### config.mk
export PLATFORM = sky130hd
export DESIGN_NAME = cascade_ack_seq
export DESIGN_NICKNAME = d
export VERILOG_FILES = /design/src/rtl/cascade_ack_seq.sv
export SDC_FILE = /design/constraint.sdc
export NUM_CORES = 1
export LEC_CHECK = 0
export ABC_CLOCK_PERIOD_IN_PS = 1300
export BUFFER_PORTS_ARGS = -buffer_cell sky130_fd_sc_hd__buf_4
export CORE_ASPECT_RATIO = 0.9
export CORE_MARGIN = 5
export CORE_UTILIZATION = 31
export CTS_CLUSTER_DIAMETER = 150
export DETAILED_ROUTE_END_ITERATION = 8
export SKIP_LAST_GASP = 1
export SYNTH_ARGS = -nofsm -noshare
export SYNTH_HDL_FRONTEND = slang
export SYNTH_SLANG_ARGS = --single-unit
### constraint.sdc
create_clock -name clk -period 1.3 [get_ports clk]
set_clock_uncertainty 0.1 [all_clocks]
set_input_delay 0.13 -clock clk [delete_from_list [all_inputs] [get_ports clk]]
set_output_delay 0.13 -clock clk [all_outputs]
set_load 0.02 [all_outputs]
### src/rtl/cascade_ack_seq.sv
module cascade_ack_seq #(
  parameter int LINE_W       = 3,
  parameter int VEC_W        = 8,
  parameter int CASCADE_LINE = 2
) (
  input  logic              clk,
  input  logic              rst_n,
  input  logic              ack_req,
  input  logic              mst_valid,
  input  logic [LINE_W-1:0] mst_line,
  input  logic              slv_valid,
  input  logic [LINE_W-1:0] slv_line,
  input  logic [VEC_W-1:0]  mst_base,
  input  logic [VEC_W-1:0]  slv_base,
  output logic              mst_ack,
  output logic [LINE_W-1:0] mst_ack_line,
  output logic              slv_ack,
  output logic [LINE_W-1:0] slv_ack_line,
  output logic              done,
  output logic [VEC_W-1:0]  vector
);
  localparam logic [LINE_W-1:0] CASC = LINE_W'(CASCADE_LINE);
  localparam logic [LINE_W-1:0] SPUR = '1;

  typedef enum logic [1:0] {S_IDLE, S_SLV, S_MST, S_FIN} state_t;

  state_t            st;
  logic [LINE_W-1:0] m_line_q, s_line_q;
  logic              s_valid_q;
  logic [VEC_W-1:0]  vec_q, vec_d;
  state_t            first_st;

  always_comb begin
    if (!mst_valid) begin
      vec_d    = {mst_base[VEC_W-1:LINE_W], SPUR};
      first_st = S_FIN;
    end else if (mst_line == CASC) begin
      vec_d    = {slv_base[VEC_W-1:LINE_W], slv_valid ? slv_line : SPUR};
      first_st = S_SLV;
    end else begin
      vec_d    = {mst_base[VEC_W-1:LINE_W], mst_line};
      first_st = S_MST;
    end
  end

  always_ff @(posedge clk) begin
    if (!rst_n) begin
      st        <= S_IDLE;
      m_line_q  <= '0;
      s_line_q  <= '0;
      s_valid_q <= 1'b0;
      vec_q     <= '0;
    end else begin
      case (st)
        S_IDLE: if (ack_req) begin
          st        <= first_st;
          m_line_q  <= mst_line;
          s_line_q  <= slv_line;
          s_valid_q <= slv_valid;
          vec_q     <= vec_d;
        end
        S_SLV:   st <= S_MST;
        S_MST:   st <= S_FIN;
        default: st <= S_IDLE;
      endcase
    end
  end

  assign slv_ack      = (st == S_SLV) && s_valid_q;
  assign slv_ack_line = slv_ack ? s_line_q : '0;
  assign mst_ack      = (st == S_MST);
  assign mst_ack_line = mst_ack ? m_line_q : '0;
  assign done         = (st == S_FIN);
  assign vector       = done ? vec_q : '0;
endmodule


# Word level (Yosys, flattened, before mapping)
# Cells that the tools add are included.
# totals
latchBits	0
inputBits	27
register_bits	17
elab_cells	23
romBits	0
ramBits	0
n_memories	0
output_inout_bits	17
# op_classes
order_cmp	0
n_mux	10
n_eq_ne	5
multipliers	0
n_reduce_logical	3
bitwise	0
n_shift	0
n_div	0
n_addsub	0
# op_table
operator	count
$mux W8	3
$mux W3	3
$mux W2	3
$pmux W2 S3	1
$eq A2 B2 Y1 const B	2
$eq A3 B2 Y1 const B	1
$eq A2 B1 Y1 const B	1
$logic_not A2 Y1	1
$ne A2 B2 Y1 const B	1
$reduce_and A2 Y1	1
$logic_and A1 B1 Y1	1

# Logic depth before layout (Yosys ltp)
# depth
ltp_word	5
depth_mapped	6
mapped_depth_nobuf	5

# Worst setup path before layout
# No wires, ideal clock.
# synth_path
path_kind	register to register
from	register st[1]
to	register vec_q[6]
setup_slack_ns	-0.110
required_ns	1.081
arrival_ns	1.190
synth_period_minus_slack_ns	1.410
path_buffers	1
setup_ns	0.119
stages_incl_launch_ff	7
cell_sequence	dfxtp_1 -> inv_1 -> ha_1 -> and2_4 -> buf_4 -> o21ai_0 -> a21oi_1
# synth_between
elab_chain_len	2
# synth_lines
item	line_no	source
start: declaration	27	state_t st;
start signal: assignment	56	st <= first_st;
$logic_not A2 Y1	54	case (st)
$reduce_and A2 Y1 (no line)	n/a	
end signal: assignment	60	vec_q <= vec_d;
end: declaration	30	logic [VEC_W-1:0] vec_q, vec_d;
# Every way passes these cells.
# A chain may end at the register's enable or synchronous reset.

# Worst setup path after layout
# layout_path
from	register st[0]
to	output slv_ack_line[0]
# layout_between
elab_chain_len	3
# layout_lines
item	line_no	source
$eq A2 B1 Y1	69	assign slv_ack = (st == S_SLV) && s_valid_q;
$logic_and A1 B1 Y1	69	
$mux W3	70	assign slv_ack_line = slv_ack ? s_line_q : '0;
end: declaration	18	output logic [LINE_W-1:0] slv_ack_line,
# Every way passes these cells.

==> reports/results.txt <==
The count of synthesis-stage warnings from yosys was 0. The tools report the total via count in the routed design as 933. The cell row count is 18.

Ranked by instance count, the synthesized netlist is headed by sky130_fd_sc_hd__dfxtp_1 (17), sky130_fd_sc_hd__nand2_1 (15), sky130_fd_sc_hd__and2_1 (12). Of all nets on the critical path, the largest fanout is 4. After floorplanning, the core was sized to cover 2770 µm². The slew at the pin closest to its max-slew limit works out to 0.3079 ns. Among all stages on the critical path, the largest delay is contributed by sky130_fd_sc_hd__dfxtp_4.

The final layout contains routed wiring with a total length of 2598 µm. The hold slack is -0.005922 ns. The filler cells instantiated in the layout total 281. The clock drives 17 sinks. The run gives 0.1290 as the total global routing track utilization. The final count of pins violating max slew was 0. The category of the worst setup path capture point is a primary output. The number of DRC markers after the initial detailed-route iteration is 38, and the setup slack after layout is -0.1772 ns. Synthesis produced a netlist with a net count of 137.

The run gives 23 as the count of final setup violators. At the end of routability-driven placement, the weighted congestion stood at 0.7716. Yosys attributes the largest share of cell area to sky130_fd_sc_hd__dfxtp_1 (38%), sky130_fd_sc_hd__and2_1 (8.3%), sky130_fd_sc_hd__ha_1 (6.9%), sky130_fd_sc_hd__nand2_1 (6.2%), sky130_fd_sc_hd__o21ai_0 (6.1%).

In this run, synthesis produced a sequential element count of 17. Port buffering added 37 buffers. The via count of the first global-routing pass is 884. The sequential area share after synthesis is 0.3757, and the remaining global-route overflow is 0. The total CTS buffers is 3, and the share of post-route cells with drive strength above 1 is 0.4331. The checks that failed: hold timing, setup timing. The worst-case IR drop observed on VDD is 530.3 µV. In this run the horizontal extent of the chip is 66.98 µm. After layout, the minimum clock period comes to 1.477 ns. The share of the synthesized area in the top cell type came out at 0.3757. The number of antenna diodes in the final layout is 0. The run gives 0.7920 as the remaining max-slew budget at the tightest pin.

TritonCTS built the clock tree. Maximum single-stage delay on the critical path: 0.38 ns. Dominant cell by count in the synthesized netlist: sky130_fd_sc_hd__dfxtp_1.

Max-cap violations in this run came to 0. Once detailed placement completed, the half-perimeter wirelength came to 1767 µm. After synthesis the cells add up to 905.9 µm². After clock tree synthesis, the clock-pin slew on the worst setup and hold paths is 0.11 ns. By startpoint and endpoint, the worst setup path is classified as flip-flop to primary output. In the routed design, unresolved DRC markers number 0.

Most used cell along the critical path: sky130_fd_sc_hd__buf_6. The number of vias per cell was 4.736. In this run, distinct cell masters in the synthesized netlist total 26. Synthesis handed over a netlist of 105 instances. The die outline area was 4105 µm². Pin placement for this block handled 44 I/O pins. The largest area contributor in the synthesized netlist is sky130_fd_sc_hd__dfxtp_1.

A synthesized cell averages 8.627 µm². The logs give 1 for the maximum level of the CTS H-tree and 0.002236 W for the overall power of the completed layout. The synthesized design contains 0 enable-type register cells.

After detailed routing, the average wire length per cell comes to 13.19 µm. Data required time of the worst path: 1.07 ns. The later pin in the worst-skew pair is clocked with a latency of 0.30 ns. In this run the clock root is driven by a sky130_fd_sc_hd__clkbuf_4. The proportion of synthesized flip-flops having asynchronous set or reset is 0. The path class of the lowest-slack min-delay path was input pin to flip-flop. The signal on the critical path passes through buf_6 -> ha_4 -> and3_4 -> buf_6. The area overhead of the layout relative to synthesis is 63.26%. The run finished, with violations left.

The initial core utilization was 0.3270. Counting along the longest clock path gives a buffer depth of 2. At the placement stage, the worst setup path has a slack of -0.04736 ns.

For the global-route wire length before repair, the log shows 3967 µm. Power spread over the standard cell area amounts to 1512 nW/µm². The first detailed-routing pass ran for 4 iterations. The tools report the number of nets in the layout as 190. Setup repair after global routing could not meet its margin everywhere.

Timing would allow up to 676.9 MHz. Once detail routing completed, the nets flagged for antenna violations numbered 0. Leading register cell type out of synthesis: sky130_fd_sc_hd__dfxtp_1.

The final count of hold timing violations was 1; the leakage component of the power was 0.6747 nW. At the worst endpoint, the arrival time is 1.25 ns. The final period utilization came out at 1.136. The logs give 0 for the number of antenna violations at the first check in global routing and 18 for the pin count of the biggest net entering global routing. The worst setup path is launched from a flip-flop.

In this run the vertical extent of the chip is 61.29 µm.
## metal layers
metal  GRT usage  up-vias  share of wire
met3     0.03650        2          0.093
met5           0        -              0
met2      0.2232       42           0.45
met4     0.05202        0         0.0062
met1      0.1524      418           0.45
li1            -      471              -
## kinds of logic (layout without fill, tap and decap cells)
logic type               Yosys count  in the layout  share of synthesized area
flip-flops                        17             17                     0.3757
AO/OA/AOI/OAI                     32             32                     0.2196
AND/OR/NAND/NOR                   37             40                     0.2224
adder cells (fa/ha/maj)            5              5                    0.06906
multiplexers                       5              5                    0.05525
buffers and inverters              9             58                    0.05801
## final timing paths
| check | from | slack (ns) | end | depth (start not counted) |
|---|---|---|---|---|
| setup / recovery | st[0] | -0.18 | slv_ack_line[0] | 4 |
| hold / removal | slv_line[2] | -0.006 | s_line_q[2] | 3 |
| setup reg to reg | st[1] | -0.07 | vec_q[3] | 6 |
| hold reg to reg | m_line_q[1] | 0.36 | m_line_q[1] | 2 |
## cells in the final DEF (no fill, tap or decap)
cell type                       synthesis  layout
sky130_fd_sc_hd__a22oi_1                1       1
sky130_fd_sc_hd__buf_6                  2      11
sky130_fd_sc_hd__a41oi_1                2       2
sky130_fd_sc_hd__o21ai_1                0       4
sky130_fd_sc_hd__dfxtp_1               17      15
sky130_fd_sc_hd__mux2i_1                5       5
sky130_fd_sc_hd__nand4_1                1       1
sky130_fd_sc_hd__nand2b_1               1       1
sky130_fd_sc_hd__nand4bb_1              1       1
sky130_fd_sc_hd__a21boi_1               1       4
sky130_fd_sc_hd__and2_4                 1       6
sky130_fd_sc_hd__ha_1                   5       1
sky130_fd_sc_hd__dlygate4sd3_1          0       4
sky130_fd_sc_hd__o21ai_0               11       7
sky130_fd_sc_hd__a31oi_1                2       2
sky130_fd_sc_hd__nand3b_1               1       1
sky130_fd_sc_hd__nand2_2                0       1
sky130_fd_sc_hd__and2_1                12       9
sky130_fd_sc_hd__a21oi_1                6       6
sky130_fd_sc_hd__clkinv_2               0       1
sky130_fd_sc_hd__and3_4                 0       3
sky130_fd_sc_hd__and2_2                 0       1
sky130_fd_sc_hd__clkbuf_4               0       3
sky130_fd_sc_hd__dfxtp_4                0       2
sky130_fd_sc_hd__nand2_1               15      14
sky130_fd_sc_hd__o211ai_1               2       2
sky130_fd_sc_hd__or2b_1                 1       1
sky130_fd_sc_hd__nor2_1                 1       1
sky130_fd_sc_hd__buf_4                  1      34
sky130_fd_sc_hd__inv_2                  0       1
sky130_fd_sc_hd__inv_4                  0       1
sky130_fd_sc_hd__a21boi_0               6       3
sky130_fd_sc_hd__inv_1                  5       3
sky130_fd_sc_hd__o41ai_1                1       1
sky130_fd_sc_hd__ha_4                   0       4
## flip-flops by register name (all words and copies together) (netlist names)
signal     count
vec_q          8
m_line_q       3
s_line_q       3
st             2
s_valid_q      1
## through the flow
| stage | TNS [ns] | cell area, µm² | utilization | instances |
|---|---|---|---|---|
| 3_5_place_dp | -0.1334 | 1252 | 0.4521 | 183 |
| 5_1_grt | -3.447 | 1479 | 0.5339 | 197 |
| 3_3_place_gp | -0.06508 | 1252 | 0.4521 | 183 |
| 2_1_floorplan | 0 | 920.9 | - | 105 |
| 4_1_cts | -2.374 | 1449 | 0.5230 | 194 |
| 6_report | -2.471 | 1479 | 0.5339 | 197 |
## power by group
group | total, W | switching (W) | internal (W)
sequential | 0.000790 | 0.000114 | 0.000676
clock | 0.000295 | 0.000180 | 0.000115
combinational | 0.00115 | 0.000547 | 0.000604
total | 0.00224 | 0.000841 | 0.00139
## area by class of cell
| class | count | area (µm²) | share of cell area |
|---|---|---|---|
| multi-input cells | 82 | 613.1 | 0.4146 |
| repair buffers | 49 | 419.2 | 0.2834 |
| flip-flops and latches | 17 | 347.8 | 0.2352 |
| well taps | 40 | 50.05 | 0.03384 |
| clock buffers | 3 | 22.52 | 0.01523 |
| inverters | 5 | 21.27 | 0.01438 |
| clock inverters | 1 | 5.005 | 0.003384 |
## timing repair
action                                  in CTS  in global routing
cloned                                       2                  1
pin swaps                                    6                  2
buffers inserted                             1                  2
hold buffers                                 4                  0
endpoints found under the setup margin      32                 32
resized for setup                           30                  8
hold endpoints to repair                     6                  0
## worst max-delay path, delay by kind of cell, from the launching register on
| family | cells | cell delay [ns] |
|---|---|---|
| flops | 1 | 0.38 |
| buf+inv | 2 | 0.24 |
| simple gates | 1 | 0.17 |
| fa+ha+maj | 1 | 0.15 |
(Power assumes the default switching activity.)
